### config.mk
export PLATFORM = sky130hd
export DESIGN_NAME = utl1_rx_master
export DESIGN_NICKNAME = d
export VERILOG_FILES = /design/src/rtl/utl1_rxm_pkg.sv /design/src/rtl/utl1_rxm_par.sv /design/src/rtl/utl1_rxm_req.sv /design/src/rtl/utl1_rxm_asm.sv /design/src/rtl/utl1_rx_master.sv
export SDC_FILE = /design/constraint.sdc
export NUM_CORES = 1
export LEC_CHECK = 0
export BUFFER_PORTS_ARGS = -buffer_cell sky130_fd_sc_hd__buf_4
export CAP_MARGIN = 20
export CORE_MARGIN = 5
export CORE_UTILIZATION = 59
export CTS_CLUSTER_SIZE = 30
export DETAILED_ROUTE_END_ITERATION = 10
export PLACE_DENSITY = 0.88
export SYNTH_ARGS = -nofsm -noshare
export SYNTH_HDL_FRONTEND = slang
export SYNTH_SLANG_ARGS = --single-unit
export TNS_END_PERCENT = 20
### constraint.sdc
create_clock -name clk -period 4.6 [get_ports clk]
set_input_delay 0.23 -clock clk [delete_from_list [all_inputs] [get_ports clk]]
set_output_delay 0.23 -clock clk [all_outputs]
set_load 0.05 [all_outputs]
### src/rtl/utl1_rxm_pkg.sv
package utl1_rxm_pkg;

    // Discard cause code: bit 0 parity, bit 1 length
    typedef enum logic [1:0] {
        ERR_NONE   = 2'b00,
        ERR_PAR    = 2'b01,
        ERR_LEN    = 2'b10,
        ERR_LENPAR = 2'b11
    } err_code_e;

    // Helper to build a length-error code carrying the parity flag
    function automatic logic [1:0] len_code(input logic par_seen);
        return par_seen ? ERR_LENPAR : ERR_LEN;
    endfunction

endpackage

### src/rtl/utl1_rxm_par.sv
module utl1_rxm_par #(
    parameter int DW      = 8,
    parameter bit ODD_PAR = 1'b1
) (
    input  logic [DW-1:0] data,
    input  logic          par,
    input  logic          chk_en,
    output logic          bad
);
    logic ok;

    generate
        if (ODD_PAR) begin : g_odd
            assign ok = ^{data, par};
        end else begin : g_even
            assign ok = ~^{data, par};
        end
    endgenerate

    assign bad = chk_en & ~ok;
endmodule

### src/rtl/utl1_rxm_req.sv
module utl1_rxm_req #(
    parameter int LEN_W = 8
) (
    input  logic             clk,
    input  logic             rst,
    input  logic [LEN_W-1:0] cell_len,
    input  logic             clav,
    input  logic             room,
    input  logic             stall,
    output logic             enb_n
);
    typedef struct packed {
        logic             act;
        logic             enb_n;
        logic [LEN_W-1:0] iss;
    } req_t;

    localparam req_t REQ_RST = '{act: 1'b0, enb_n: 1'b1, iss: '0};

    req_t             s_d, s_q;
    logic             go;
    logic [LEN_W-1:0] iss_n;

    always_comb begin
        s_d   = s_q;
        go    = clav & room & ~stall;
        iss_n = s_q.iss + {{(LEN_W-1){1'b0}}, ~s_q.enb_n};
        if (!s_q.act) begin
            s_d.iss = '0;
            if (go) begin
                s_d.act   = 1'b1;
                s_d.enb_n = 1'b0;
            end else begin
                s_d.enb_n = 1'b1;
            end
        end else if (iss_n == cell_len) begin
            // last octet of the cell requested: continue or release
            s_d.iss = '0;
            if (go) begin
                s_d.enb_n = 1'b0;
            end else begin
                s_d.act   = 1'b0;
                s_d.enb_n = 1'b1;
            end
        end else begin
            s_d.iss   = iss_n;
            s_d.enb_n = stall;
        end
    end

    always_ff @(posedge clk) begin
        if (rst) s_q <= REQ_RST;
        else     s_q <= s_d;
    end

    assign enb_n = s_q.enb_n;
endmodule

### src/rtl/utl1_rxm_asm.sv
module utl1_rxm_asm
    import utl1_rxm_pkg::*;
#(
    parameter int DW    = 8,
    parameter int LEN_W = 8
) (
    input  logic             clk,
    input  logic             rst,
    input  logic [LEN_W-1:0] cell_len,
    input  logic             enb_n,
    input  logic [DW-1:0]    data,
    input  logic             soc,
    input  logic             bad,
    output logic             wr_en,
    output logic [DW-1:0]    wr_data,
    output logic             wr_sop,
    output logic             wr_commit,
    output logic             wr_abort,
    output logic             err_pulse,
    output logic [1:0]       err_stat
);
    typedef struct packed {
        logic             pend;
        logic             in_cell;
        logic [LEN_W-1:0] cnt;
        logic             perr;
        logic             wr_en;
        logic [DW-1:0]    data;
        logic             sop;
        logic             commit;
        logic             abort;
        logic             err;
        logic [1:0]       stat;
    } asm_t;

    asm_t             s_d, s_q;
    logic [LEN_W-1:0] cnt_n;
    logic             perr_n;

    always_comb begin
        s_d        = s_q;
        s_d.wr_en  = 1'b0;
        s_d.sop    = 1'b0;
        s_d.commit = 1'b0;
        s_d.abort  = 1'b0;
        s_d.err    = 1'b0;
        s_d.stat   = ERR_NONE;
        // slave answers an enable one cycle later
        s_d.pend   = ~enb_n;
        cnt_n      = s_q.cnt + 1'b1;
        perr_n     = s_q.perr | bad;
        if (s_q.pend) begin
            if (soc) begin
                if (s_q.in_cell) begin
                    s_d.abort = 1'b1;
                    s_d.err   = 1'b1;
                    s_d.stat  = len_code(s_q.perr);
                end
                s_d.wr_en   = 1'b1;
                s_d.data    = data;
                s_d.sop     = 1'b1;
                s_d.in_cell = 1'b1;
                s_d.cnt     = {{(LEN_W-1){1'b0}}, 1'b1};
                s_d.perr    = bad;
            end else if (s_q.in_cell) begin
                s_d.wr_en = 1'b1;
                s_d.data  = data;
                if (cnt_n == cell_len) begin
                    s_d.in_cell = 1'b0;
                    s_d.cnt     = '0;
                    s_d.perr    = 1'b0;
                    if (perr_n) begin
                        s_d.abort = 1'b1;
                        s_d.err   = 1'b1;
                        s_d.stat  = ERR_PAR;
                    end else begin
                        s_d.commit = 1'b1;
                    end
                end else begin
                    s_d.cnt  = cnt_n;
                    s_d.perr = perr_n;
                end
            end
        end
    end

    always_ff @(posedge clk) begin
        if (rst) s_q <= '0;
        else     s_q <= s_d;
    end

    assign wr_en     = s_q.wr_en;
    assign wr_data   = s_q.data;
    assign wr_sop    = s_q.sop;
    assign wr_commit = s_q.commit;
    assign wr_abort  = s_q.abort;
    assign err_pulse = s_q.err;
    assign err_stat  = s_q.stat;
endmodule

### src/rtl/utl1_rx_master.sv
module utl1_rx_master #(
    parameter int DW      = 8,
    parameter int LEN_W   = 8,
    parameter bit ODD_PAR = 1'b1
) (
    input  logic             clk,
    input  logic             rst,
    input  logic [LEN_W-1:0] cell_len,
    input  logic             par_chk_en,
    input  logic             phy_clav,
    input  logic [DW-1:0]    phy_data,
    input  logic             phy_soc,
    input  logic             phy_par,
    output logic             phy_enb_n,
    input  logic             buf_room,
    input  logic             buf_stall,
    output logic             wr_en,
    output logic [DW-1:0]    wr_data,
    output logic             wr_sop,
    output logic             wr_commit,
    output logic             wr_abort,
    output logic             err_pulse,
    output logic [1:0]       err_stat
);
    logic oct_bad;

    utl1_rxm_req #(.LEN_W(LEN_W)) u_req (
        .clk      (clk),
        .rst      (rst),
        .cell_len (cell_len),
        .clav     (phy_clav),
        .room     (buf_room),
        .stall    (buf_stall),
        .enb_n    (phy_enb_n)
    );

    utl1_rxm_par #(.DW(DW), .ODD_PAR(ODD_PAR)) u_par (
        .data   (phy_data),
        .par    (phy_par),
        .chk_en (par_chk_en),
        .bad    (oct_bad)
    );

    utl1_rxm_asm #(.DW(DW), .LEN_W(LEN_W)) u_asm (
        .clk       (clk),
        .rst       (rst),
        .cell_len  (cell_len),
        .enb_n     (phy_enb_n),
        .data      (phy_data),
        .soc       (phy_soc),
        .bad       (oct_bad),
        .wr_en     (wr_en),
        .wr_data   (wr_data),
        .wr_sop    (wr_sop),
        .wr_commit (wr_commit),
        .wr_abort  (wr_abort),
        .err_pulse (err_pulse),
        .err_stat  (err_stat)
    );
endmodule

* Word-level counts from Yosys, hierarchy flattened *
Index checks and enable logic that the tools add are counted.

word-level totals
  register bits = 36
  logic and storage cells = 52

cells by class
  add/sub/neg operators = 2
  equal/unequal tests = 2
  mux-type cells = 17
  bitwise gates (word level) = 11
  reduce and logical (&&, ||, !) cells = 6

operators with widths
  operator               count
  $mux W19               2
  $mux W4                5
  $mux W9                2
  $eq A8 B8 Y1           2
  $mux W10               1
  $reduce_xor A9 Y1      1
  $add A8 B1 Y8          1
  $add A8 B1 Y8 const B  1
  $mux W1                7
  $not A1 Y1             7
  $reduce_or A5 Y1       1
  $and A1 B1 Y1          3
  $reduce_or A3 Y1       1
  $reduce_and A2 Y1      1
  $reduce_bool A2 Y1     1
  $reduce_or A2 Y1       1
  $or A1 B1 Y1           1

* Longest topological paths before layout *
  word-level depth = 8
  gate-level depth with buffers = 10
  mapped depth without buffers = 9

* By module *
A second synthesis with hierarchy kept.

second synthesis, totals
  cell total of the unflattened synthesis = 244
  area, all modules = 2138.3 um^2

modules (own cells, without submodules)
  module        instances  cells an instance  area each (um^2)
  utl1_rxm_asm  1          162                1371.3
  utl1_rxm_req  1          73                 670.6
  utl1_rxm_par  1          9                  96.3

* Least setup slack after synthesis *
No wires, ideal clock.

  path kind = reg-to-reg
  from = register u_req.s_q, in the netlist u_req.enb_n
  to = register u_req.s_q[9] in the netlist's numbering
  library setup time = 0.118 ns
  data arrival time = 2.386 ns
  required time = 4.482 ns
  slack = 2.096 ns
  cell stages (with the launch flop) = 11
  buffers on the path = 1
  period minus slack after synthesis = 2.504 ns
  path through = dfxtp_1 -> inv_1 -> ha_1 -> ha_1 -> xor2_1 -> nor2_1 -> o221ai_1 -> a2111oi_0 -> a211o_1 -> buf_2 -> nand2_1

RTL lines
  what                    RTL line            text
  from (decl)             utl1_rxm_req.sv:20  req_t s_d, s_q;
  from (signal assigned)  utl1_rxm_req.sv:52  if (rst) s_q <= REQ_RST;
  from (signal assigned)  utl1_rxm_req.sv:53  else s_q <= s_d;

* Final worst setup path *
  from = register u_asm.s_q[16] in the netlist's numbering
  to = register u_asm.s_q[18] in the netlist's numbering

on the way
  word-level cells in the longest chain between the ends = 5

RTL lines
  what                    RTL line            text
  from (decl)             utl1_rxm_asm.sv:36  asm_t s_d, s_q;
  from (signal assigned)  utl1_rxm_asm.sv:88  if (rst) s_q <= '0;
  from (signal assigned)  utl1_rxm_asm.sv:89  else s_q <= s_d;
  $add A8 B1 Y8 (*)       utl1_rxm_asm.sv:50  cnt_n = s_q.cnt + 1'b1;
  $eq A8 B8 Y1            utl1_rxm_asm.sv:68  if (cnt_n == cell_len) begin
  $mux W9 (*)             utl1_rxm_asm.sv:68
  $mux W19 (*)            utl1_rxm_asm.sv:65  end else if (s_q.in_cell) begin
  $mux W19 (*)            utl1_rxm_asm.sv:53  if (soc) begin

Mark *: on every way between the ends. The rest lies on a longest branch, timed or not. The select of a mux whose other input is x is not followed.
A chain may end at the register's enable or synchronous reset.

==> reports/qor.tcl <==
set qor(outcome) {finished clean}
set qor(timing.critical_path.from_type) {flop}
set qor(postCtsSetupBuffers) 0
set qor(detail_route.wl_per_cell_microns) 13.6
set qor(path_cells) {ha_1, nand3_1, a211o_1, nor4b_2, and3b_1, or2_1, o221ai_1}
set qor(synth_to_final_area_change_pct) 12.5
set qor(crit_family) {simple AND/OR/NAND/NOR gates}
set qor(globalRoute.totalOverflow) 0
set qor(largest_net_degree_at_the_start_of_global_routing) 21
set qor(crit_slowest_cell) {dfxtp_1}
set qor(die_area_sq_mm) 0.00478
set qor(final_routed_drc_violation_total) 0
set qor(dr.first_iter.drc_count) 113
set qor(worstHoldPathCells) 3
set qor(nets) 308
set qor(floorplan.initialDensity_pct) 61.3
set qor(synth-edff-count) 0
set qor(powerDensity_mw_per_mm2) 234
set qor(synth-adder-area-share_pct) 1.82
set qor(finalSetupViolations) 0
set qor(final_min_period_over_clock_period_pct) 57.4
set qor(crit_arrival_ns) 2.86
set qor(finalClockSkew_ns) 0.00685
set qor(rsz0062_at_grt) {no}
set qor(layout.core_utilization_pct) 69.0
set qor(synth_compound_gate_area_share_pct) 17.3
set qor(groute.usage.overall_pct) 18.8
set qor(criticalPathCategory) {flop to flop}
set qor(pin_count) 40
set qor(post_cts_resized) 0
set qor(cts_hold_buf) 0
set qor(hold-path-endpoint) {u_req.enb_n}
set qor(post_synth_instance_area_sq_mm) 0.00206
set qor(crit-reg2reg-launch) {u_asm.s_q[16]}
set qor(accumulated_negative_setup_slack_ns) 0
set qor(final_common_cell) {nand2_1}
set qor(slew_violations) 0
set qor(synth.yosys.warnings) 0
set qor(clock_tree_from_tritoncts) {yes}
set qor(cts.path.max_buffers) 2
set qor(fin_total_pwr_uw) 543
set qor(numCtsBuffers) 5
set qor(timing_hold_violations_final) 0
set qor(drt-total-wl_microns) 4470
set qor(yosys.area_share.xor_xnor_pct) 12.1
set qor(vdd_ir_drop_max_v) 0.000187
set qor(yosys.cell_types.count) 58
set qor(clk_latency_ns) 0.34
set qor(drtPass1Iterations) 4
set qor(syn_area_per_cell_sq_um) 8.03
set qor(gp_congestion) 0.879
set qor(synth_nets) 284
set qor(p_leak_nw) 0.866
set qor(critical-path-max-stage-delay_ns) 0.45
set qor(vias_per_cell) 5.62
set qor(grt_pass1_wl_microns) 7650
set qor(io_buffers) 39
set qor(yosys_register_bits) 35
set qor(mostFrequentLayoutCells) {nand2_1 (41), buf_4 (39), dfxtp_1 (35), a21oi_1 (19), nor2_1 (18)}
set qor(max_cap_violations) 0
set qor(main_combinational_cell_family_by_area_after_synthesis) {simple AND/OR/NAND/NOR gates}
set qor(cp_max_fo) 11
set qor(timing.final.crit_period_ns) 2.64
set qor(first_global_vias) 1748
set qor(worstHoldPathType) {primary input to flop}
set qor(clock_sinks) 35
set qor(synth.mux.area_fraction_pct) 0
set qor(setup.worst_path.end_class) {flop}
set qor(timing.critical_path.buf_inv) 0
set qor(post_synth_inst_count) 257
set qor(holdCritStartpoint) {buf_stall}
set qor(worst-slew-pin-transition_ns) 0.778
set qor(insertedDiodeCount) 0
set qor(ys_dominant_reg_cell) {dfxtp_1}
set qor(grt_antenna_before_repair) 0
set qor(worst_ep_required_time_ns) 4.82
set qor(die_w_microns) 69.1
set qor(worstRegToRegCells) 7
set qor(post_route_cells_drive_above_1_share_pct) 19.5
set qor(cts.htree.levels) 2
set qor(design.core.area_sq_mm) 0.00336
set qor(synthSimpleGateAreaFrac_pct) 26.6
set qor(post-dp-hpwl_microns) 3470
set qor(clockRootBuffer) {clkbuf_4}
set qor(max-slew-margin-rel_pct) 48.0
set qor(worst-r2r-setup-slack_ns) 1.96
set qor(regToRegEndpoint) {u_asm.s_q[18]}
set qor(floorplan.rows) 21
set qor(ys_seq_area_share_pct) 34.0
set qor(antenna_violating_nets_post_route) 0
set qor(clock.fmax_ghz) 0.379
set qor(clk_transition_reported_paths_ns) 0.11
set qor(dieHeight_microns) 69.1
set qor(route.vias.total) 1844
set qor(synthArstFlopShare_pct) 0
[report_power, final]
part	internal [mW]	switching, mW	leakage (nW)	total [mW]
logic	0.0347	0.0366	0.556	0.0713
registers	0.305	0.00184	0.282	0.307
clock network	0.0590	0.106	0.0282	0.165
total	0.399	0.144	0.866	0.543
[cell usage after synthesis, types with 4 or more instances]
cell type   n  share of area (%)
nand3_1    11                2.7
nor2_1     18                3.3
xnor2_1    12                5.1
buf_4      14                5.1
a31oi_1     4                1.2
xor2_1     14                5.9
a21oi_1    19                4.6
dfxtp_1    35                 34
o21ai_0    11                2.7
nand2b_1    6                1.8
nand2_1    41                7.5
inv_1       6                1.1
[routing by layer]
layer / vias up / global-route usage, % / share of wire, %
met2: 53 / 32.7 / 50
met3: 15 / 4.65 / 5.3
met5: - / 0 / 0
met4: 0 / 6.94 / 2.4
li1: 940 / - / -
met1: 836 / 22.2 / 42
[worst max-delay path by stage]
stage	startpoint	to	cells past startpoint
CTS	u_asm.s_q[16]	u_asm.s_q[18]	7
detailed placement	u_asm.s_q[16]	u_asm.s_q[18]	7
floorplan	u_req.enb_n	u_req.s_q[9]	10
finish	u_asm.s_q[16]	u_asm.s_q[18]	7
global placement	u_asm.s_q[16]	u_asm.s_q[18]	7
global route	u_asm.s_q[16]	u_asm.wr_commit	7
[tightest hold or removal path, delay by kind of cell]
family | cells | cell delay [ns]
buffers and inverters | 1 | 0.08
AND/OR/NAND/NOR | 1 | 0.04
AO/OA/AOI/OAI | 1 | 0.06
[layout make-up]
| type | instances | area [sq um] |
|---|---|---|
| clock inverter | 2 | 12.5 |
| timing repair buffer | 39 | 293 |
| multi-input combinational | 194 | 1190 |
| clock buffer | 6 | 41.3 |
| tap | 46 | 57.6 |
| fill | 298 | 1040 |
| inverter | 6 | 22.5 |
| sequential | 35 | 701 |
[state kept, by name, indices dropped and copies added, names as in the netlist]
name,count
u_asm.wr_abort,1
u_req.enb_n,1
u_asm.wr_sop,1
u_asm.wr_commit,1
u_req.s_q,9
u_asm.s_q,11
u_asm.wr_en,1
u_asm.wr_data,8
u_asm.err_stat,2
[metrics by stage]
stage | setup slack (ns) | hold slack (ns) | area (sq um) | instances
6_report | 1.96 | 0.100 | 2320 | 328
4_1_cts | 1.98 | 0.0989 | 2320 | 328
2_1_floorplan | 2.10 | 0.345 | 2060 | 257
5_1_grt | 1.67 | 0.105 | 2320 | 328
3_5_place_dp | 2.02 | 0.449 | 2270 | 320
3_3_place_gp | 2.15 | 0.424 | 2270 | 320
[cells by family after synthesis]
family,count (synthesis)
and+or+nand+nor,108
AOI/OAI and AO/OA,56
buffers and inverters,28
DFF,35
xor gates and xnor gates,27
adders and majority gates,3
(Power assumes the default switching activity.)
